==> src/rtl/sq_track_pkg.sv <==
package sq_track_pkg;
   typedef struct packed {
      logic valid;
      logic committed;
      logic done;
   } sq_flags_t;
endpackage

==> src/rtl/sq_track_popcnt.sv <==
module sq_track_popcnt #(
   parameter int N = 8,
   parameter int W = 4
) (
   input  logic [N-1:0] bits_i,
   output logic [W-1:0] cnt_o
);
   generate
      if (N == 1) begin : g_single
         assign cnt_o = W'(bits_i[0]);
      end else begin : g_loop
         always_comb begin
            cnt_o = '0;
            for (int k = 0; k < N; k++) cnt_o = cnt_o + W'(bits_i[k]);
         end
      end
   endgenerate
endmodule

==> src/rtl/sq_track_slots.sv <==
module sq_track_slots
   import sq_track_pkg::*;
#(
   parameter int DEPTH = 8,
   parameter int SEQ_W = 16,
   localparam int IDX_W = $clog2(DEPTH)
) (
   input  logic                          clk,
   input  logic                          rst_n,
   input  logic                          alloc_en,
   input  logic [IDX_W-1:0]              alloc_idx,
   input  logic [SEQ_W-1:0]              alloc_seq,
   input  logic                          commit_valid,
   input  logic [SEQ_W-1:0]              commit_seq,
   input  logic                          squash_valid,
   input  logic [SEQ_W-1:0]              squash_seq,
   input  logic                          free_en,
   input  logic [IDX_W-1:0]              free_idx,
   input  logic                          cmp_valid,
   input  logic [IDX_W-1:0]              cmp_idx,
   output sq_flags_t [DEPTH-1:0]         flags,
   output logic [DEPTH-1:0][SEQ_W-1:0]   seqs,
   output logic [DEPTH-1:0]              hit,
   output logic [DEPTH-1:0]              kill
);
   for (genvar i = 0; i < DEPTH; i++) begin : g_slot
      logic             v_q, c_q, d_q;
      logic [SEQ_W-1:0] s_q;

      assign hit[i]  = commit_valid && v_q && !c_q && (s_q <= commit_seq);
      assign kill[i] = squash_valid && v_q && !c_q && !hit[i] && (s_q > squash_seq);

      always_ff @(posedge clk) begin
         if (!rst_n) begin
            v_q <= 1'b0;
            c_q <= 1'b0;
            d_q <= 1'b0;
            s_q <= '0;
         end else if (kill[i]) begin
            v_q <= 1'b0;
            c_q <= 1'b0;
            d_q <= 1'b0;
         end else if (free_en && free_idx == IDX_W'(i)) begin
            v_q <= 1'b0;
            c_q <= 1'b0;
            d_q <= 1'b0;
         end else if (alloc_en && alloc_idx == IDX_W'(i)) begin
            v_q <= 1'b1;
            c_q <= 1'b0;
            d_q <= 1'b0;
            s_q <= alloc_seq;
         end else begin
            if (hit[i]) c_q <= 1'b1;
            if (cmp_valid && cmp_idx == IDX_W'(i) && v_q && c_q) d_q <= 1'b1;
         end
      end

      assign flags[i] = {v_q, c_q, d_q};
      assign seqs[i]  = s_q;
   end
endmodule

==> src/rtl/sq_track.sv <==
module sq_track
   import sq_track_pkg::*;
#(
   parameter int DEPTH = 8,
   parameter int SEQ_W = 16,
   localparam int IDX_W = $clog2(DEPTH),
   localparam int CNT_W = IDX_W + 1
) (
   input  logic             clk,
   input  logic             rst_n,
   input  logic             alloc_valid,
   input  logic [SEQ_W-1:0] alloc_seq,
   input  logic             commit_valid,
   input  logic [SEQ_W-1:0] commit_seq,
   input  logic             squash_valid,
   input  logic [SEQ_W-1:0] squash_seq,
   output logic             wb_req,
   output logic [IDX_W-1:0] wb_idx,
   output logic [SEQ_W-1:0] wb_seq,
   input  logic             mem_accept,
   input  logic             mem_retry,
   input  logic             cmp_valid,
   input  logic [IDX_W-1:0] cmp_idx,
   output logic [IDX_W-1:0] sq_count,
   output logic             sq_full,
   output logic [IDX_W-1:0] wb_pending_cnt,
   output logic             wb_pending,
   output logic [SEQ_W-1:0] head_seq,
   output logic             st_blocked
);
   generate
      if (DEPTH < 4 || (DEPTH & (DEPTH - 1)) != 0) begin : g_bad_depth
         $error("sq_track: DEPTH must be a power of two and at least 4");
      end
      if (SEQ_W < 2) begin : g_bad_seq
         $error("sq_track: SEQ_W must be at least 2");
      end
   endgenerate

   logic [IDX_W-1:0]            head_q, tail_q, wbp_q, pend_q;
   logic                        blk_q;
   sq_flags_t [DEPTH-1:0]       flags;
   logic [DEPTH-1:0][SEQ_W-1:0] seqs;
   logic [DEPTH-1:0]            hit, kill;
   logic [CNT_W-1:0]            hit_cnt, kill_cnt;
   logic                        alloc_en, free_en, send;

   sq_track_slots #(.DEPTH(DEPTH), .SEQ_W(SEQ_W)) u_slots (
      .clk          (clk),
      .rst_n        (rst_n),
      .alloc_en     (alloc_en),
      .alloc_idx    (tail_q),
      .alloc_seq    (alloc_seq),
      .commit_valid (commit_valid),
      .commit_seq   (commit_seq),
      .squash_valid (squash_valid),
      .squash_seq   (squash_seq),
      .free_en      (free_en),
      .free_idx     (head_q),
      .cmp_valid    (cmp_valid),
      .cmp_idx      (cmp_idx),
      .flags        (flags),
      .seqs         (seqs),
      .hit          (hit),
      .kill         (kill)
   );

   sq_track_popcnt #(.N(DEPTH), .W(CNT_W)) u_hit_cnt  (.bits_i(hit),  .cnt_o(hit_cnt));
   sq_track_popcnt #(.N(DEPTH), .W(CNT_W)) u_kill_cnt (.bits_i(kill), .cnt_o(kill_cnt));

   assign sq_count       = tail_q - head_q;
   assign sq_full        = (sq_count == IDX_W'(DEPTH - 1));
   assign alloc_en       = alloc_valid && !sq_full && !squash_valid;
   assign free_en        = flags[head_q].valid && flags[head_q].done;
   assign wb_req         = flags[wbp_q].valid && flags[wbp_q].committed &&
                           !flags[wbp_q].done && !blk_q;
   assign send           = wb_req && mem_accept;
   assign wb_idx         = wbp_q;
   assign wb_seq         = seqs[wbp_q];
   assign wb_pending_cnt = pend_q;
   assign wb_pending     = (pend_q != '0);
   assign head_seq       = flags[head_q].valid ? seqs[head_q] : '0;
   assign st_blocked     = blk_q;

   always_ff @(posedge clk) begin
      if (!rst_n) begin
         head_q <= '0;
         tail_q <= '0;
         wbp_q  <= '0;
         pend_q <= '0;
         blk_q  <= 1'b0;
      end else begin
         if (squash_valid)  tail_q <= tail_q - kill_cnt[IDX_W-1:0];
         else if (alloc_en) tail_q <= tail_q + 1'b1;
         if (free_en)       head_q <= head_q + 1'b1;
         if (send)          wbp_q  <= wbp_q + 1'b1;
         pend_q <= pend_q + hit_cnt[IDX_W-1:0] - IDX_W'(send);
         if (wb_req && !mem_accept) blk_q <= 1'b1;
         else if (mem_retry)        blk_q <= 1'b0;
      end
   end
endmodule

==> config.mk <==
export PLATFORM = sky130hd
export DESIGN_NAME = sq_track
export DESIGN_NICKNAME = d
export VERILOG_FILES = /design/src/rtl/sq_track_pkg.sv /design/src/rtl/sq_track_popcnt.sv /design/src/rtl/sq_track_slots.sv /design/src/rtl/sq_track.sv
export SDC_FILE = /design/constraint.sdc
export NUM_CORES = 1
export LEC_CHECK = 0
export BUFFER_PORTS_ARGS = -buffer_cell sky130_fd_sc_hd__buf_2
export CORE_UTILIZATION = 50
export CTS_CLUSTER_SIZE = 25
export DETAILED_ROUTE_END_ITERATION = 8
export PLACE_DENSITY_LB_ADDON = 0.15
export SETUP_SLACK_MARGIN = 0.02
export SLEW_MARGIN = 20
export SYNTH_ARGS = -nofsm -noshare
export SYNTH_HDL_FRONTEND = slang
export SYNTH_SLANG_ARGS = --single-unit
==> constraint.sdc <==
create_clock -name clk -period 9.6 [get_ports clk]
set_input_delay 1.92 -clock clk [delete_from_list [all_inputs] [get_ports clk]]
set_output_delay 1.92 -clock clk [all_outputs]
set_load 0.05 [all_outputs]
Yosys cells after proc, flatten, opt, wreduce, memory -nomap -nowiden
Index checks and enable logic that the tools add are counted.
{ "op_classes": {"addsub": 21, "magnitude_cmp": 18, "n_eq_ne": 22, "muxes": 13, "bitwise": 17, "reduce_logical": 155} }
{ "ops": {"columns": ["op", "count"], "rows": [
  ["greater-than comparator 16 bit", 8],
  ["less-or-equal comparator 16 bit", 8],
  ["logical AND 1 bit", 104],
  ["binary-select mux 16 bit (select 3 bit)", 2],
  ["two-way mux 16 bit", 3],
  ["equality test 3 bit (second input constant)", 13],
  ["adder 3 x 1 -> 3 bit", 12],
  ["OR reduction 4 bit", 8],
  ["AND reduction 3 bit", 8],
  ["OR reduction 3 bit", 8],
  ["zero test 1 bit", 21],
  ["binary-select mux 3 bit (select 3 bit)", 2],
  ["equality test 3 x 2 -> 1 bit (second input constant)", 6],
  ["inverter 1 bit", 17],
  ["two-way mux 3 bit", 4],
  ["adder 3 x 1 -> 3 bit (second input constant)", 3],
  ["equality test 3 x 1 -> 1 bit (second input constant)", 3],
  ["zero test 3 bit", 3],
  ["less-than comparator 3 x 4 -> 1 bit (second input constant)", 2],
  ["subtractor 3 bit", 2],
  ["adder 1 x 1 -> 2 bit", 2],
  ["nonzero test 2 bit", 2],
  ["adder 3 bit", 1],
  ["nonzero test 3 bit", 1],
  ["2 further kinds", 3]
]} }
{ "totals": {"ff_bits": 165, "out_inout_bits": 45, "elab_cells": 283} }

Depth between registers and ports, before layout
Gate-level depths: netlist of run 1.
{ "logic_depth": {"word_depth": 15, "depth_mapped": 19, "mapped_depth_nobuf": 19} }

Hierarchy
A second synthesis of run 1 with hierarchy kept.
{ "hier_totals": {"hier_cells": 1599, "area_unflattened_um2": 15043.2} }
{ "modules_own_cells": {"columns": ["mod", "n_inst", "cells_each", "area_each_um2", "seq_area_each_um2"], "rows": [
  ["sq_track_slots", 1, 1309, 11682.5, 3042.9],
  ["sq_track", 1, 242, 2980.4, 260.2],
  ["sq_track_popcnt", 2, 24, 190.2, 0.0]
]} }

Least setup slack after synthesis of run 1
OpenSTA, ideal clock, no wires.
{ "synth_timing": {"path_kind": "input to register", "startpoint": "input commit_seq[15]", "endpoint": "register tail_q[2]", "setup_ns": 0.086, "t_arrival_ns": 6.818, "required_time_ns": 9.514, "slack_ns": 2.697, "path_stages": 19, "n_path_buf": 0, "cell_sequence": "inv_1 > ha_1 > nand4_1 > nor3_1 > a21boi_0 > o31ai_1 > a2111oi_0 > inv_1 > fa_1 > inv_1 > fa_1 > fa_1 > fa_1 > inv_1 > fa_1 > fa_1 > xnor2_1 > xnor2_1 > a211oi_1"} }
{ "synth_between": {"elab_chain_cells": 14, "word_cells_on_any_way": 49, "classes_between": "8 x add/sub; 8 x order compare; 1 x mux; 32 x reduce/logical"} }
{ "synth_rtl": {"columns": ["element", "line", "rtl"], "rows": [
  ["from (decl)", "sq_track.sv:14", "input logic [SEQ_W-1:0] commit_seq,"],
  ["less-or-equal comparator 16 bit", "sq_track_slots.sv:30", "assign hit[i] = commit_valid && v_q && !c_q && (s_q <= commit_seq);"],
  ["logical AND 1 bit", "sq_track_slots.sv:30", null],
  ["zero test 1 bit", "sq_track_slots.sv:31", "assign kill[i] = squash_valid && v_q && !c_q && !hit[i] && (s_q > squash_seq);"],
  ["logical AND 1 bit (2 in a row)", "sq_track_slots.sv:31", null],
  ["adder 1 x 1 -> 2 bit", "sq_track_popcnt.sv:14", "for (int k = 0; k < N; k++) cnt_o = cnt_o + W'(bits_i[k]);"],
  ["adder 3 x 1 -> 3 bit (5 in a row)", "sq_track_popcnt.sv:14", null],
  ["adder 3 x 1 -> 3 bit *", "sq_track_popcnt.sv:14", null],
  ["subtractor 3 bit *", "sq_track.sv:93", "if (squash_valid) tail_q <= tail_q - kill_cnt[IDX_W-1:0];"],
  ["two-way mux 3 bit *", "sq_track.sv:93", null],
  ["to (signal assigned)", "sq_track.sv:93", null],
  ["to (signal assigned)", "sq_track.sv:94", "else if (alloc_en) tail_q <= tail_q + 1'b1;"],
  ["to (decl)", "sq_track.sv:40", "logic [IDX_W-1:0] head_q, tail_q, wbp_q, pend_q;"]
]} }
Every way passes the cells marked *; elsewhere a longest branch is shown, timed or not.
A chain may end at the register's enable or synchronous reset.

Worst setup path in the final report of run 1
{ "layout_timing": {"startpoint": "input squash_seq[15]", "endpoint": "register tail_q[2]"} }
{ "layout_between": {"elab_chain_cells": 11, "word_cells_on_any_way": 25, "classes_between": "8 x add/sub; 8 x order compare; 1 x mux; 8 x reduce/logical"} }
{ "layout_rtl": {"columns": ["element", "line", "rtl"], "rows": [
  ["from (decl)", "sq_track.sv:16", "input logic [SEQ_W-1:0] squash_seq,"],
  ["greater-than comparator 16 bit", "sq_track_slots.sv:31", null],
  ["logical AND 1 bit", "sq_track_slots.sv:31", null],
  ["adder 1 x 1 -> 2 bit", "sq_track_popcnt.sv:14", null],
  ["adder 3 x 1 -> 3 bit (5 in a row)", "sq_track_popcnt.sv:14", null],
  ["adder 3 x 1 -> 3 bit *", "sq_track_popcnt.sv:14", null],
  ["subtractor 3 bit *", "sq_track.sv:93", null],
  ["two-way mux 3 bit *", "sq_track.sv:93", null]
]} }
Marks and branches as above.

==> flow_summary_export.csv, run 1 <==
group,metric,value,unit
outcome,status,"finished clean",
power,leakage,7.42,nW
timing,slew_headroom,0.227,
global_route,antenna_found_initial,0,
power,power.share.clock,0.356,
worst_setup_path,crit_start,"squash_seq[15]",
route,vias,13400,
power,worst_ir_drop_vdd,0.129,mV
power,p_seq_frac,0.409,
final_layout,layout_common_cells,"ha_1 (278), nand2_1 (276), dfxtp_1 (161)",
global_route,grt_overflow,0,
final_layout,area_growth,9.34,%
timing,min_period,7.49,ns
clocking,cts.sinks,165,
global_route,grt.total_usage,0.377,
clocking,post_cts_buffers,0,
timing,maxSlewViolCount,0,
route,drc,0,
die,die_w,175,um
power,combPwrFrac,0.236,
final_layout,antenna_cells,0,
worst_setup_path,r2r_start,"u_slots.g_slot[4].s_q[14]$_SDFFE_PN0P_",
die,start_util,0.514,
placement,place_congestion,1.05,
die,io_pins,104,
die,die_h,175,um
clocking,clkLatencyLatePin,0.46,ns
die,core,29100,um^2
synthesis,yosys_most_used_dff,"dfxtp_1",
run,drv_cap,0,
timing,worst_pin_slew,1.16,ns
global_route,grt_start_max_net_pins,64,
worst_setup_path,crit_arrival,7.86,ns
placement,port_buffers,103,
synthesis,ys_warn_count,0,
clocking,root_buffer,"clkbuf_16",
power,power.total,1.84,mW
synthesis,syn-cell-area,15000,um^2
final_layout,drive_above_1_share,0.143,
timing,setup_total_negative_slack,0,ns
clocking,clk_pin_slew,0.07,ns
synthesis,avgSynthCellArea,9.33,um^2
power,swShare,0.337,
worst_setup_path,critPathRequiredTime,9.97,ns
worst_hold_path,worstHoldStart,"u_slots.g_slot[4].s_q[0]$_SDFFE_PN0P_",
clocking,h-tree-depth,4,
clocking,cts_resized,0,
global_route,grt_pass1_vias,12700,
timing,skew,0.0136,ns
worst_setup_path,startpoint_type,"input pin",
clocking,clk_path_buf_depth,2,
synthesis,ys_seq_area_frac,0.221,
power,powerDensity,112,nW/um^2
synthesis,ys_ff_latch,165,
global_route,grt_pass1_wl,83.5,mm
route,wire_per_inst,27.2,um
worst_setup_path,setup.worst_path.end_class,"flip-flop",
synthesis,syn-num-nets,1955,
placement,hpwl,43.1,mm
route,ant_nets,0,
route,first_pass_iters,5,
timing,post-route-period-util,0.780,
synthesis,syn_inst,1603,
timing,hold_viol,0,
die,dieArea,30600,um^2
power,p_sw,0.618,mW
timing,hold_ws,0.494,ns
die,rows,62,
clocking,cts_made_buffers,17,
power,intPower,1.22,mW
route,wl,56.5,mm
timing,rsz0062_at_grt,"false",
final_layout,nNetsFinal,2035,
synthesis,async_flop_share,0,
clocking,hold_buffers,0,
synthesis,synth_edf_count,0,
clocking,cts_tree,"yes",
timing,fmax,134,MHz
route,avgViaCountPerCell,6.43,
synthesis,yosysUniqueCellTypes,69,
final_layout,mostFrequentLayoutCell,"ha_1",
worst_hold_path,min_path_type,"flip-flop to flip-flop",
timing,finalSetupViolations,0,
route,drt-initial-drc-count,1418,
worst_setup_path,cp_max_fo,8,
worst_setup_path,path_class,"input pin to flip-flop",
==> worst paths after layout <==
path                                                 to  slack (ns)  cells after the start
setup reg to reg                 tail_q[2]$_SDFFE_PN0P_        3.49                     18
hold reg to reg   u_slots.g_slot[4].s_q[0]$_SDFFE_PN0P_        0.49                      2
setup / recovery                 tail_q[2]$_SDFFE_PN0P_        2.11                     20
hold / removal    u_slots.g_slot[4].s_q[0]$_SDFFE_PN0P_        0.49                      2
==> cells in the mapped netlist, types with 8 or more instances <==
master / n / area (um^2)
nor3_1: 34 / 170
xnor2_1: 10 / 87.6
nor2_1: 38 / 143
clkbuf_1: 30 / 113
mux2_2: 16 / 180
a21oi_1: 135 / 676
nor4_1: 12 / 75.1
dfxtp_1: 165 / 3300
buf_4: 9 / 67.6
inv_1: 84 / 315
nand2_1: 276 / 1040
mux4_2: 65 / 1460
nand3_1: 31 / 155
mux2i_1: 133 / 1330
nand4_1: 50 / 313
nor2b_1: 21 / 131
o21ai_0: 26 / 130
fa_1: 15 / 300
o31ai_1: 8 / 60.1
o211ai_1: 12 / 90.1
a21o_1: 13 / 97.6
ha_1: 278 / 3480
==> stage by stage <==
stage / worst slack (ns) / utilization / instances / instance area, um^2
2_1_floorplan: 2.70 / - / 1603 / 15000
3_3_place_gp: 1.96 / 0.541 / 2045 / 15700
3_5_place_dp: 1.80 / 0.541 / 2045 / 15700
4_1_cts: 2.24 / 0.559 / 2076 / 16300
5_1_grt: 1.94 / 0.562 / 2079 / 16400
6_report: 2.11 / 0.562 / 2079 / 16400
==> per-layer routing <==
layer	vias to the layer above	track usage	share of wire
met4	0	0.159	0.038
met2	614	0.603	0.46
met3	106	0.0622	0.072
li1	6139	-	-
met1	6516	0.504	0.43
met5	-	0	0
==> power groups by stage <==
stage | clock network [mW] | logic [mW] | registers, mW
final | 0.653 | 0.433 | 0.751
after CTS | 0.658 | 0.426 | 0.749
after global routing | 0.689 | 0.470 | 0.753
after detailed placement | 0 | 0.425 | 0.764
after floorplan | 0 | 0.294 | 0.752
after global placement | 0 | 0.416 | 0.764
==> cell type report <==
type / instances / area [um^2]
clock buffer: 22 / 454
clock inverter: 9 / 81.3
fill: 2699 / 12700
inverter: 86 / 323
multi-input combinational: 1296 / 11000
sequential: 165 / 3310
tap: 384 / 480
timing repair buffer: 117 / 683
==> flip-flops by register name, summed over array words and instances (netlist names) <==
name                count
tail_q                  3
u_slots.g_slot.v_q      8
head_q                  3
wb_pending_cnt          3
st_blocked              1
u_slots.g_slot.d_q      8
u_slots.g_slot.c_q      8
wb_idx                  3
u_slots.g_slot.s_q    128
==> logic make-up after synthesis <==
kind of cell	synth area share
and+or+nand+nor	0.162
adders and majority gates	0.253
AOI/OAI and AO/OA	0.112
muxes	0.202
DFF	0.221
buffers and inverters	0.0427
xor gates and xnor gates	0.00736
==> worst max-delay path: stages <==
cell,delay [ns]
buf_2,0.12
inv_1,0.18
ha_1,0.37
nand4_1,0.17
nor4_1,0.81
a21boi_0,0.28
o31ai_1,0.10
nor3_1,0.42
inv_1,0.13
fa_1,0.55
inv_1,0.05
fa_1,0.49
fa_1,0.44
fa_1,0.50
inv_1,0.05
fa_1,0.37
fa_1,0.38
xnor2_1,0.20
xnor2_1,0.09
a211oi_1,0.22
Power figures use the tool's default switching activity.
==> run 2, diff against run 1 <==
- clock period: 9.6 -> 7.5 ns (I/O delays scaled with it)
==> run 2 against run 1 <==
- clock power increased by 42%
- worst hold slack got worse by 0.0067 ns
- register-to-register slack got worse by 2.0 ns
- count of clock-buffer cells in the layout decreased by 3
- non-clock buffer count increased by 8
- critical path depth unchanged
- via count increased by 0.49%
- first-iteration DRC count increased by 6.1%
- cell count increased by 0.43%
==> flow_summary_export.csv, run 2 (same netlist as run 1, synthesis figures left out) <==
group,metric,value,unit
power,combPwrFrac,0.228,
timing,hold_ws,0.487,ns
timing,finalSetupViolations,0,
global_route,use_met3,0.0714,
placement,hpwl,43.1,mm
worst_setup_path,path_class,"input pin to flip-flop",
power,powerDensity,149,nW/um^2
clocking,cts.sinks,165,
clocking,cts_tree,"yes",
final_layout,area_growth,9.96,%
die,io_pins,104,
final_layout,top_register,"u_slots.g_slot.s_q",
timing,maxSlewViolCount,0,
timing,post-route-period-util,0.926,
clocking,clk_path_buf_depth,2,
power,power.share.clock,0.379,
worst_hold_path,min_path_type,"flip-flop to flip-flop",
timing,fmax,144,MHz
die,die_w,175,um
timing,slew_headroom,0.208,
global_route,grt.total_usage,0.373,
placement,place_congestion,1.06,
power,swShare,0.329,
placement,port_buffers,103,
power,leakage,7.48,nW
route,drc,0,
final_layout,layout_common_cells,"ha_1 (278), nand2_1 (276), dfxtp_1 (161)",
route,ant_nets,0,
route,avgViaCountPerCell,6.44,
global_route,antenna_found_initial,0,
die,die_h,175,um
global_route,top_usage_layer,"met2",
power,p_seq_frac,0.393,
clocking,cts_made_buffers,17,
timing,hold_viol,0,
run,drv_cap,0,
timing,setup_total_negative_slack,0,ns
worst_setup_path,critPathRequiredTime,7.88,ns
clocking,clkLatencyLatePin,0.46,ns
route,vias,13400,
final_layout,nFillCells,2647,
worst_setup_path,startpoint_type,"input pin",
route,first_pass_iters,6,
global_route,grt_pass1_wl,82.7,mm
power,intPower,1.64,mW
worst_setup_path,crit_arrival,7.33,ns
final_layout,antenna_cells,0,
clocking,cts_resized,0,
timing,min_period,6.94,ns
die,rows,62,
worst_setup_path,setup.worst_path.end_class,"flip-flop",
timing,worst_pin_slew,1.18,ns
final_layout,largest_reg_flops,128,
final_layout,drive_above_1_share,0.150,
clocking,h-tree-depth,4,
final_layout,mostFrequentLayoutCell,"ha_1",
clocking,post_cts_buffers,0,
route,wire_per_inst,26.6,um
clocking,root_buffer,"clkbuf_16",
global_route,grt_pass1_vias,12800,
die,start_util,0.514,
global_route,grt_start_max_net_pins,88,
die,dieArea,30600,um^2
power,p_sw,0.805,mW
die,core,29100,um^2
worst_setup_path,cp_max_fo,8,
route,drt-initial-drc-count,1505,
route,wl,55.6,mm
final_layout,nNetsFinal,2043,
global_route,grt_overflow,0,
timing,rsz0062_at_grt,"false",
global_route,met1_usage,0.493,
timing,skew,0.00928,ns
global_route,grt_use_met2,0.585,
clocking,hold_buffers,0,
power,worst_ir_drop_vdd,0.169,mV
outcome,status,"finished clean",
clocking,clk_pin_slew,0.07,ns
## run 2: cell type report
class                   count  area [um^2]  share of cell area
inverters                  86          323              0.0196
clock inverters            13          156             0.00951
multi-input cells        1296        11000               0.670
repair buffers            125          703              0.0428
well taps                 384          480              0.0292
clock buffers              19          453              0.0275
flip-flops and latches    165         3310               0.201
## run 2: path summary, 6_finish.rpt
kind                                                             start                            endpoint  slack (ns)  cells after the start
worst min-delay path                u_slots.g_slot[0].c_q$_SDFFE_PP0P_  u_slots.g_slot[0].c_q$_SDFFE_PP0P_        0.49                      2
worst max register to register  u_slots.g_slot[0].s_q[15]$_SDFFE_PN0P_              tail_q[2]$_SDFFE_PN0P_        1.53                     18
worst min register to register      u_slots.g_slot[0].c_q$_SDFFE_PP0P_  u_slots.g_slot[0].c_q$_SDFFE_PP0P_        0.49                      2
worst max-delay path                                    commit_seq[15]              tail_q[2]$_SDFFE_PN0P_        0.56                     20
## run 2: stage by stage
step                      worst slack (ns)  cell area, um^2  power, mW  std cells   util
after floorplan                       1.02            15000       1.34       1603      -
after global placement               0.177            15800       1.52       2055  0.543
after detailed placement             0.126            15800       1.53       2056  0.544
after CTS                            0.586            16400       2.44       2088  0.565
after global routing                 0.285            16400       2.55       2088  0.565
final                                0.555            16400       2.44       2088  0.565
## run 2: metal layers
metal | share of wire | vias to the layer above
met4 | 0.048 | 0
met1 | 0.42 | 6489
met5 | 0 | -
met3 | 0.081 | 141
li1 | - | 6158
met2 | 0.45 | 653
## run 2: critical path, cell delays in order
cell and delay [ns]:
buf_2 0.11, inv_1 0.18, ha_1 0.39, nand4_1 0.27
nor4_1 0.59, o21ai_0 0.23, a32oi_1 0.54, o211a_1 0.40
ha_1 0.28, inv_1 0.07, fa_1 0.40, inv_1 0.08
fa_1 0.45, fa_1 0.50, inv_1 0.05, fa_1 0.38
fa_1 0.39, xnor2_1 0.20, xnor2_1 0.09, a211oi_1 0.22
## run 2: power groups by stage
stage | clock network [mW] | logic, mW | registers, mW
after global routing | 0.973 | 0.610 | 0.963
after CTS | 0.933 | 0.552 | 0.958
final | 0.928 | 0.557 | 0.960
after global placement | 0 | 0.540 | 0.977
after floorplan | 0 | 0.376 | 0.963
after detailed placement | 0 | 0.548 | 0.977
